### config.mk
export PLATFORM = sky130hd
export DESIGN_NAME = sdp_cmd_detector
export DESIGN_NICKNAME = d
export VERILOG_FILES = /design/src/rtl/sdp_pkg.sv /design/src/rtl/sdp_seq_matcher.sv /design/src/rtl/sdp_prot_state.sv /design/src/rtl/sdp_cmd_detector.sv
export SDC_FILE = /design/constraint.sdc
export NUM_CORES = 1
export LEC_CHECK = 0
export ABC_AREA = 1
export BUFFER_PORTS_ARGS = -buffer_cell sky130_fd_sc_hd__buf_2
export CAP_MARGIN = 30
export CELL_PAD_IN_SITES_DETAIL_PLACEMENT = 1
export CELL_PAD_IN_SITES_GLOBAL_PLACEMENT = 1
export CORE_MARGIN = 5
export CORE_UTILIZATION = 30
export DETAILED_ROUTE_END_ITERATION = 12
export GPL_ROUTABILITY_DRIVEN = 0
export PLACE_DENSITY = 0.89
export REMOVE_ABC_BUFFERS = 1
export SLEW_MARGIN = 10
export SYNTH_ARGS = -nofsm -noshare
export SYNTH_HDL_FRONTEND = slang
export SYNTH_SLANG_ARGS = --single-unit
### constraint.sdc
create_clock -name clk -period 1.45 [get_ports clk]
set_clock_uncertainty 0.1 [all_clocks]
set_input_delay 0.29 -clock clk [delete_from_list [all_inputs] [get_ports clk]]
set_output_delay 0.29 -clock clk [all_outputs]
set_load 0.01 [all_outputs]
### src/rtl/sdp_pkg.sv
package sdp_pkg;
  localparam int KEY_AW = 15;
  localparam int KEY_DW = 8;

  localparam logic [KEY_AW-1:0] KEY_ADDR_A = 15'h5555;
  localparam logic [KEY_AW-1:0] KEY_ADDR_B = 15'h2AAA;
  localparam logic [KEY_DW-1:0] KEY_D1     = 8'hAA;
  localparam logic [KEY_DW-1:0] KEY_D2     = 8'h55;
  localparam logic [KEY_DW-1:0] OP_ARM     = 8'hA0;
  localparam logic [KEY_DW-1:0] OP_PREFIX  = 8'h80;
  localparam logic [KEY_DW-1:0] OP_DISARM  = 8'h20;

  // Name of the step the matcher expects next
  typedef enum logic [2:0] {
    EXP_K1,   // first key byte
    EXP_K2,   // second key byte
    EXP_OP,   // arm opcode or disarm prefix
    EXP_K4,   // disarm: first key byte again
    EXP_K5,   // disarm: second key byte again
    EXP_FIN   // disarm opcode
  } step_e;
endpackage

### src/rtl/sdp_seq_matcher.sv
module sdp_seq_matcher
  import sdp_pkg::*;
#(
  parameter int CMP_ADDR_W = 15,
  parameter int DATA_W     = 8
) (
  input  logic                  clk,
  input  logic                  rst,
  input  logic                  wr_stb,
  input  logic                  abort,
  input  logic [CMP_ADDR_W-1:0] addr,
  input  logic [DATA_W-1:0]     data,
  output logic                  arm_hit,
  output logic                  disarm_hit,
  output logic                  cmd_q
);
  step_e step_q, step_nxt;
  logic  fits;
  logic  at_a, at_b;

  assign at_a = (addr == CMP_ADDR_W'(KEY_ADDR_A));
  assign at_b = (addr == CMP_ADDR_W'(KEY_ADDR_B));

  always_comb begin
    step_nxt   = EXP_K1;
    fits       = 1'b0;
    arm_hit    = 1'b0;
    disarm_hit = 1'b0;
    unique case (step_q)
      EXP_K1: if (at_a && data == DATA_W'(KEY_D1)) begin
        fits = 1'b1; step_nxt = EXP_K2;
      end
      EXP_K2: if (at_b && data == DATA_W'(KEY_D2)) begin
        fits = 1'b1; step_nxt = EXP_OP;
      end
      EXP_OP: if (at_a && data == DATA_W'(OP_ARM)) begin
        fits = 1'b1; arm_hit = wr_stb && !abort;
      end else if (at_a && data == DATA_W'(OP_PREFIX)) begin
        fits = 1'b1; step_nxt = EXP_K4;
      end
      EXP_K4: if (at_a && data == DATA_W'(KEY_D1)) begin
        fits = 1'b1; step_nxt = EXP_K5;
      end
      EXP_K5: if (at_b && data == DATA_W'(KEY_D2)) begin
        fits = 1'b1; step_nxt = EXP_FIN;
      end
      EXP_FIN: if (at_a && data == DATA_W'(OP_DISARM)) begin
        fits = 1'b1; disarm_hit = wr_stb && !abort;
      end
      default: step_nxt = EXP_K1;
    endcase
  end

  always_ff @(posedge clk) begin
    if (rst || abort) begin
      step_q <= EXP_K1;
      cmd_q  <= 1'b0;
    end else if (wr_stb) begin
      step_q <= step_nxt;
      cmd_q  <= fits;
    end else begin
      cmd_q  <= 1'b0;
    end
  end
endmodule

### src/rtl/sdp_prot_state.sv
module sdp_prot_state (
  input  logic clk,
  input  logic rst,
  input  logic arm_hit,
  input  logic disarm_hit,
  input  logic load_tmo,
  input  logic prog_done,
  output logic prot_on,
  output logic commit_en
);
  logic prot_q = 1'b0;
  logic pend_arm_q, pend_disarm_q, unlocked_q, commit_q;

  // Kept across reset: models state that survives power transitions
  always_ff @(posedge clk) begin
    if (prog_done) begin
      if (pend_arm_q)         prot_q <= 1'b1;
      else if (pend_disarm_q) prot_q <= 1'b0;
    end
  end

  always_ff @(posedge clk) begin
    if (rst) begin
      pend_arm_q    <= 1'b0;
      pend_disarm_q <= 1'b0;
      unlocked_q    <= 1'b0;
      commit_q      <= 1'b1;
    end else begin
      if (arm_hit) begin
        pend_arm_q    <= 1'b1;
        pend_disarm_q <= 1'b0;
      end else if (disarm_hit) begin
        pend_arm_q    <= 1'b0;
        pend_disarm_q <= 1'b1;
      end else if (prog_done) begin
        pend_arm_q    <= 1'b0;
        pend_disarm_q <= 1'b0;
      end
      if (load_tmo) begin
        commit_q   <= !prot_q || unlocked_q || arm_hit || disarm_hit;
        unlocked_q <= 1'b0;
      end else if (arm_hit || disarm_hit) begin
        unlocked_q <= 1'b1;
      end
    end
  end

  assign prot_on   = prot_q;
  assign commit_en = commit_q;
endmodule

### src/rtl/sdp_cmd_detector.sv
module sdp_cmd_detector #(
  parameter int FULL_ADDR_W = 19,
  parameter int CMP_ADDR_W  = 15,
  parameter int DATA_W      = 8
) (
  input  logic                   clk,
  input  logic                   rst,
  input  logic                   wr_stb,
  input  logic [FULL_ADDR_W-1:0] wr_addr,
  input  logic [DATA_W-1:0]      wr_data,
  input  logic                   load_tmo,
  input  logic                   prog_done,
  output logic                   prot_on,
  output logic                   commit_en,
  output logic                   cmd_byte
);
  logic arm_hit, disarm_hit;

  sdp_seq_matcher #(.CMP_ADDR_W(CMP_ADDR_W), .DATA_W(DATA_W)) u_match (
    .clk        (clk),
    .rst        (rst),
    .wr_stb     (wr_stb),
    .abort      (load_tmo),
    .addr       (wr_addr[CMP_ADDR_W-1:0]),
    .data       (wr_data),
    .arm_hit    (arm_hit),
    .disarm_hit (disarm_hit),
    .cmd_q      (cmd_byte)
  );

  sdp_prot_state u_prot (
    .clk        (clk),
    .rst        (rst),
    .arm_hit    (arm_hit),
    .disarm_hit (disarm_hit),
    .load_tmo   (load_tmo),
    .prog_done  (prog_done),
    .prot_on    (prot_on),
    .commit_en  (commit_en)
  );
endmodule

# After elaboration in Yosys (flattened, before gate mapping)
# Cells that the tools add are included.
# word_totals
regBits,9
out_inout_bits,3
wordCells,65
input_bits,32
# classes
n_eq_ne,12
mux,22
n_reduce_logical,23
bitwise,1
# op_table
op,n
$eq 8x8->1 const B,3
$eq 15x14->1 const B,1
$eq 15x15->1 const B,1
$mux 1,15
$pmux 3 s5,1
$reduce_or 2->1,5
$mux 3,3
$eq 8x6->1 const B,1
$eq 8x7->1 const B,1
$eq 3x2->1 const B,2
$eq 3x3->1 const B,2
$logic_and 1x1->1,6
$logic_or 1x1->1,5
$mux 2,2
$pmux 1 s4,1
$reduce_bool 2->1,2
$eq 3x1->1 const B,1
$logic_not 3->1,1
$reduce_bool 3->1,1
$logic_not 1->1,2
$reduce_and 2->1,1
$not 1->1,1

# Logic depth before layout (Yosys ltp)
# depth
depth_word,6
depth_mapped,9
ltp_nobuf,9

# Modules after synthesis
# A second synthesis with hierarchy kept.
# hier_totals
hier_cells,133
area_unflattened_um2,735.7
# modules_own_cells
mod,cells_each,seq_area_each_um2,instances,area_each_um2
sdp_seq_matcher,108,80.1,1,540.5
sdp_prot_state,25,110.1,1,195.2

# Worst setup path before layout
# No wires, ideal clock.
# synth_path
path_kind,register to register
from,register u_match.step_q[1]
to,"register u_prot.commit_q, in the netlist u_prot.commit_en"
period_less_slack_ns,1.237
setup_slack_ns,0.213
path_stages_with_launch,8
path_buffers,0
arrival_ns,1.076
setup_time_ns,0.062
required_ns,1.288
cell_sequence,dfxtp_1 > inv_2 > nor3_2 > nor3b_2 > nand3_2 > nand3b_2 > nor2_2 > nor2_2
# synth_via
elab_chain_len,4
elab_cells_between_ends,6
# synth_lines
item,line,rtl
start: declaration,sdp_seq_matcher.sv:17,"step_e step_q, step_nxt;"
start signal: assignment,sdp_seq_matcher.sv:59,step_q <= step_nxt;
$eq 3x2->1,sdp_seq_matcher.sv:29,unique case (step_q)
$mux 1,sdp_seq_matcher.sv:29,
$logic_or 1x1->1,sdp_prot_state.sv:40,commit_q <= !prot_q || unlocked_q || arm_hit || disarm_hit;
$logic_or 1x1->1 (*),sdp_prot_state.sv:40,
end signal: assignment,sdp_prot_state.sv:40,
end: declaration,sdp_prot_state.sv:12,"logic pend_arm_q, pend_disarm_q, unlocked_q, commit_q;"
# Every way passes the cells marked *; elsewhere a longest branch is shown, timed or not.
# A chain may end at the register's enable or synchronous reset.

# Final worst setup path
# layout_path
from,register u_match.step_q[0]
to,"register u_prot.commit_q, in the netlist u_prot.commit_en"
# The elaborated chain is that of the path after synthesis.

==> metrics.txt <==
outcome=finished clean; Rel. slew slack=0.807; ANT cells=0; Hold WC Path Type=input port to flip-flop; placed wire-length estimate=2.11 mm; worst vdd ir=0.000751 V; # DRC=0; Req. time, crit path=1560 ps; reg-to-reg endpoint=u_prot.commit_en$_SDFFE_PP1P_; startpoint types=flip-flop; Synth Warn #=0; Clock transition at path regs=60 ps; PwrDens=511 nW/um^2; top-area cell type share of the netlist area=0.189; die height=64.0 um; Top Family by Delay on Critical Path=simple AND/OR/NAND/NOR gates; vias=1085; crit end category=flip-flop; Synth top cells by count=nand2_1 (44), nor2_1 (38), inv_1 (30), nand3_1 (10); die area=4100 um^2; Clock Sinks=9; Synth area leaders=nand2_1 (19%), dfxtp_1 (18%), nor2_1 (16%); Die Wd=64.0 um; Worst R2R Start=u_match.step_q[0]$_SDFFE_PP0P_; Initial DRT Pass Iterations=4; FF+latch count, synth=9; IO Pins=35; Mapped Cells=163; Avg Cell Area, Syn=5.37 um^2; GRT overflow=0; worst-margin pin slew=288 ps; P_leak=0.563 nW; post-cts resize count=0; Starting DRT DRC Count=30; Antenna Violating Nets Remaining=0; setup_tns=0 ps; Layout Nets=231; Sequential cell area=196 um^2; Via density=4.74; crit path time final=1370 ps; hold buffer count at CTS=0; Layout Cells excl Fill=229; Final Max Slew Viols=0; top-count cell post-synth=nand2_1; Setup CP Type=flip-flop to flip-flop; layout cell share with drive strength beyond 1=0.247; worst min-delay path endpoint=u_prot.pend_arm_q$_SDFFE_PP0P_; leading area contributor after synthesis=nand2_1; R2R Setup Slk=80 ps; sequential fraction of the synthesis area=0.217; Post-Route WL=2.46 mm; FMAX=728 MHz; Tcrit/Tclk final=0.947; Max Root-Sink Buffers=2; crit path DAT=1480 ps; critical path fanouts, max=5; Netlist cell types=17; max cap viols=0; total power=0.568 mW; core area=2780 um^2; Hold Crit Start=rst; clock buffer count from CTS=3; placed insts=225; Bufs and invs on worst path=1; Final Util=0.399; H-tree levels=1; CP Cell Sequence=inv_1 > nor2_2 > nand2_1 > nor3_2 > nand3_2 > nand3b_2 > nor2_2 > nor2_2; Critical Path Max Stage Delay=370 ps; Crit-path slowest cell=dfxtp_4; CP Depth=8; Multi-input gate area=574 um^2; first-pass GRT wire length=4.11 mm; synthesized cell area=875 um^2; clk_lat worst skew=270 ps; crit-path most repeated cell=nor2_2; initial antenna violation count=0; filler cell count=390; Hold Vio Cnt, Final=0; num rows=19; PortBufs=30; CTS Root Cell=clkbuf_4; Post-CTS Setup Repair Bufs=0; starting density of the core=0.314; ys flop type=dfxtp_1; Layout Area Growth over Synthesis=26.9%; asr flop ratio synth=0; gr usage total=0.121; vias in the first global route=1047; TritonCTS clock tree=built; R2R cell count=8; Finish-stage setup viols=0; largest net degree at the start of global routing=8; number of synthesized flops with an enable pin=1; WL/cell=10.7 um; hold depth=2
==> worst max path at each step <==
stage / from / to / slack (ps)
floorplan: u_match.step_q[1]$_SDFFE_PP0P_ / u_prot.commit_en$_SDFFE_PP1P_ / 210
global placement: wr_addr[11] / u_prot.commit_en$_SDFFE_PP1P_ / -20
detailed placement: wr_addr[9] / u_prot.commit_en$_SDFFE_PP1P_ / -70
CTS: u_match.step_q[1]$_SDFFE_PP0P_ / u_prot.commit_en$_SDFFE_PP1P_ / 20
global route: u_match.step_q[0]$_SDFFE_PP0P_ / u_prot.commit_en$_SDFFE_PP1P_ / -2
finish: u_match.step_q[0]$_SDFFE_PP0P_ / u_prot.commit_en$_SDFFE_PP1P_ / 80
==> registers in the layout, summed over array words and instances (netlist names) <==
register	count
u_match.cmd_q	1
u_match.step_q	3
u_prot.commit_en	1
u_prot.pend_arm_q	1
u_prot.pend_disarm_q	1
u_prot.prot_on	1
u_prot.unlocked_q	1
==> cell usage in the layout (no fill, tap or decap), types with 2 or more instances in the layout <==
cell / instances
a21oi_1: 6
buf_2: 30
clkbuf_4: 3
dfxtp_1: 5
dfxtp_2: 2
inv_1: 30
nand2_1: 44
nand3_1: 10
nand3_2: 2
nand4_1: 8
nor2_1: 38
nor2_2: 5
nor3_1: 3
o211ai_1: 2
==> per-layer routing <==
layer / up-vias / routed length, um / track usage
met5: - / 0 / 0
met4: 0 / 16 / 0.0312
met3: 2 / 92 / 0.0280
met2: 15 / 1280 / 0.227
met1: 490 / 1060 / 0.135
li1: 578 / - / -
==> final cells by class <==
cell class / count / share of cell area
Tap cell: 31 / 0.0349
Clock buffer: 4 / 0.0237
Sequential cell: 9 / 0.177
Multi-Input combinational cell: 123 / 0.517
Timing Repair Buffer: 31 / 0.142
Inverter: 31 / 0.105
==> per-stage QoR <==
step                      area [um^2]  hold WS, ps  setup slack [ps]
after global placement           1070          351             -20.7
after global routing             1110          100             -1.57
final                            1110          104              76.8
after floorplan                   875          259               213
after detailed placement         1070          362             -69.8
after CTS                        1100         93.3              24.1
==> cells by family after synthesis <==
group                  after synthesis  share of synthesized area
AND/OR/NAND/NOR                    114                      0.592
buffers and inverters               31                      0.133
flip-flops                           9                      0.217
AO/OA/AOI/OAI                        9                     0.0572
==> power breakdown <==
group | internal, mW | switching (mW)
clock network | 0.106 | 0.0881
registers | 0.250 | 0.000447
logic | 0.0501 | 0.0726
total | 0.407 | 0.161
(Power assumes the default switching activity.)
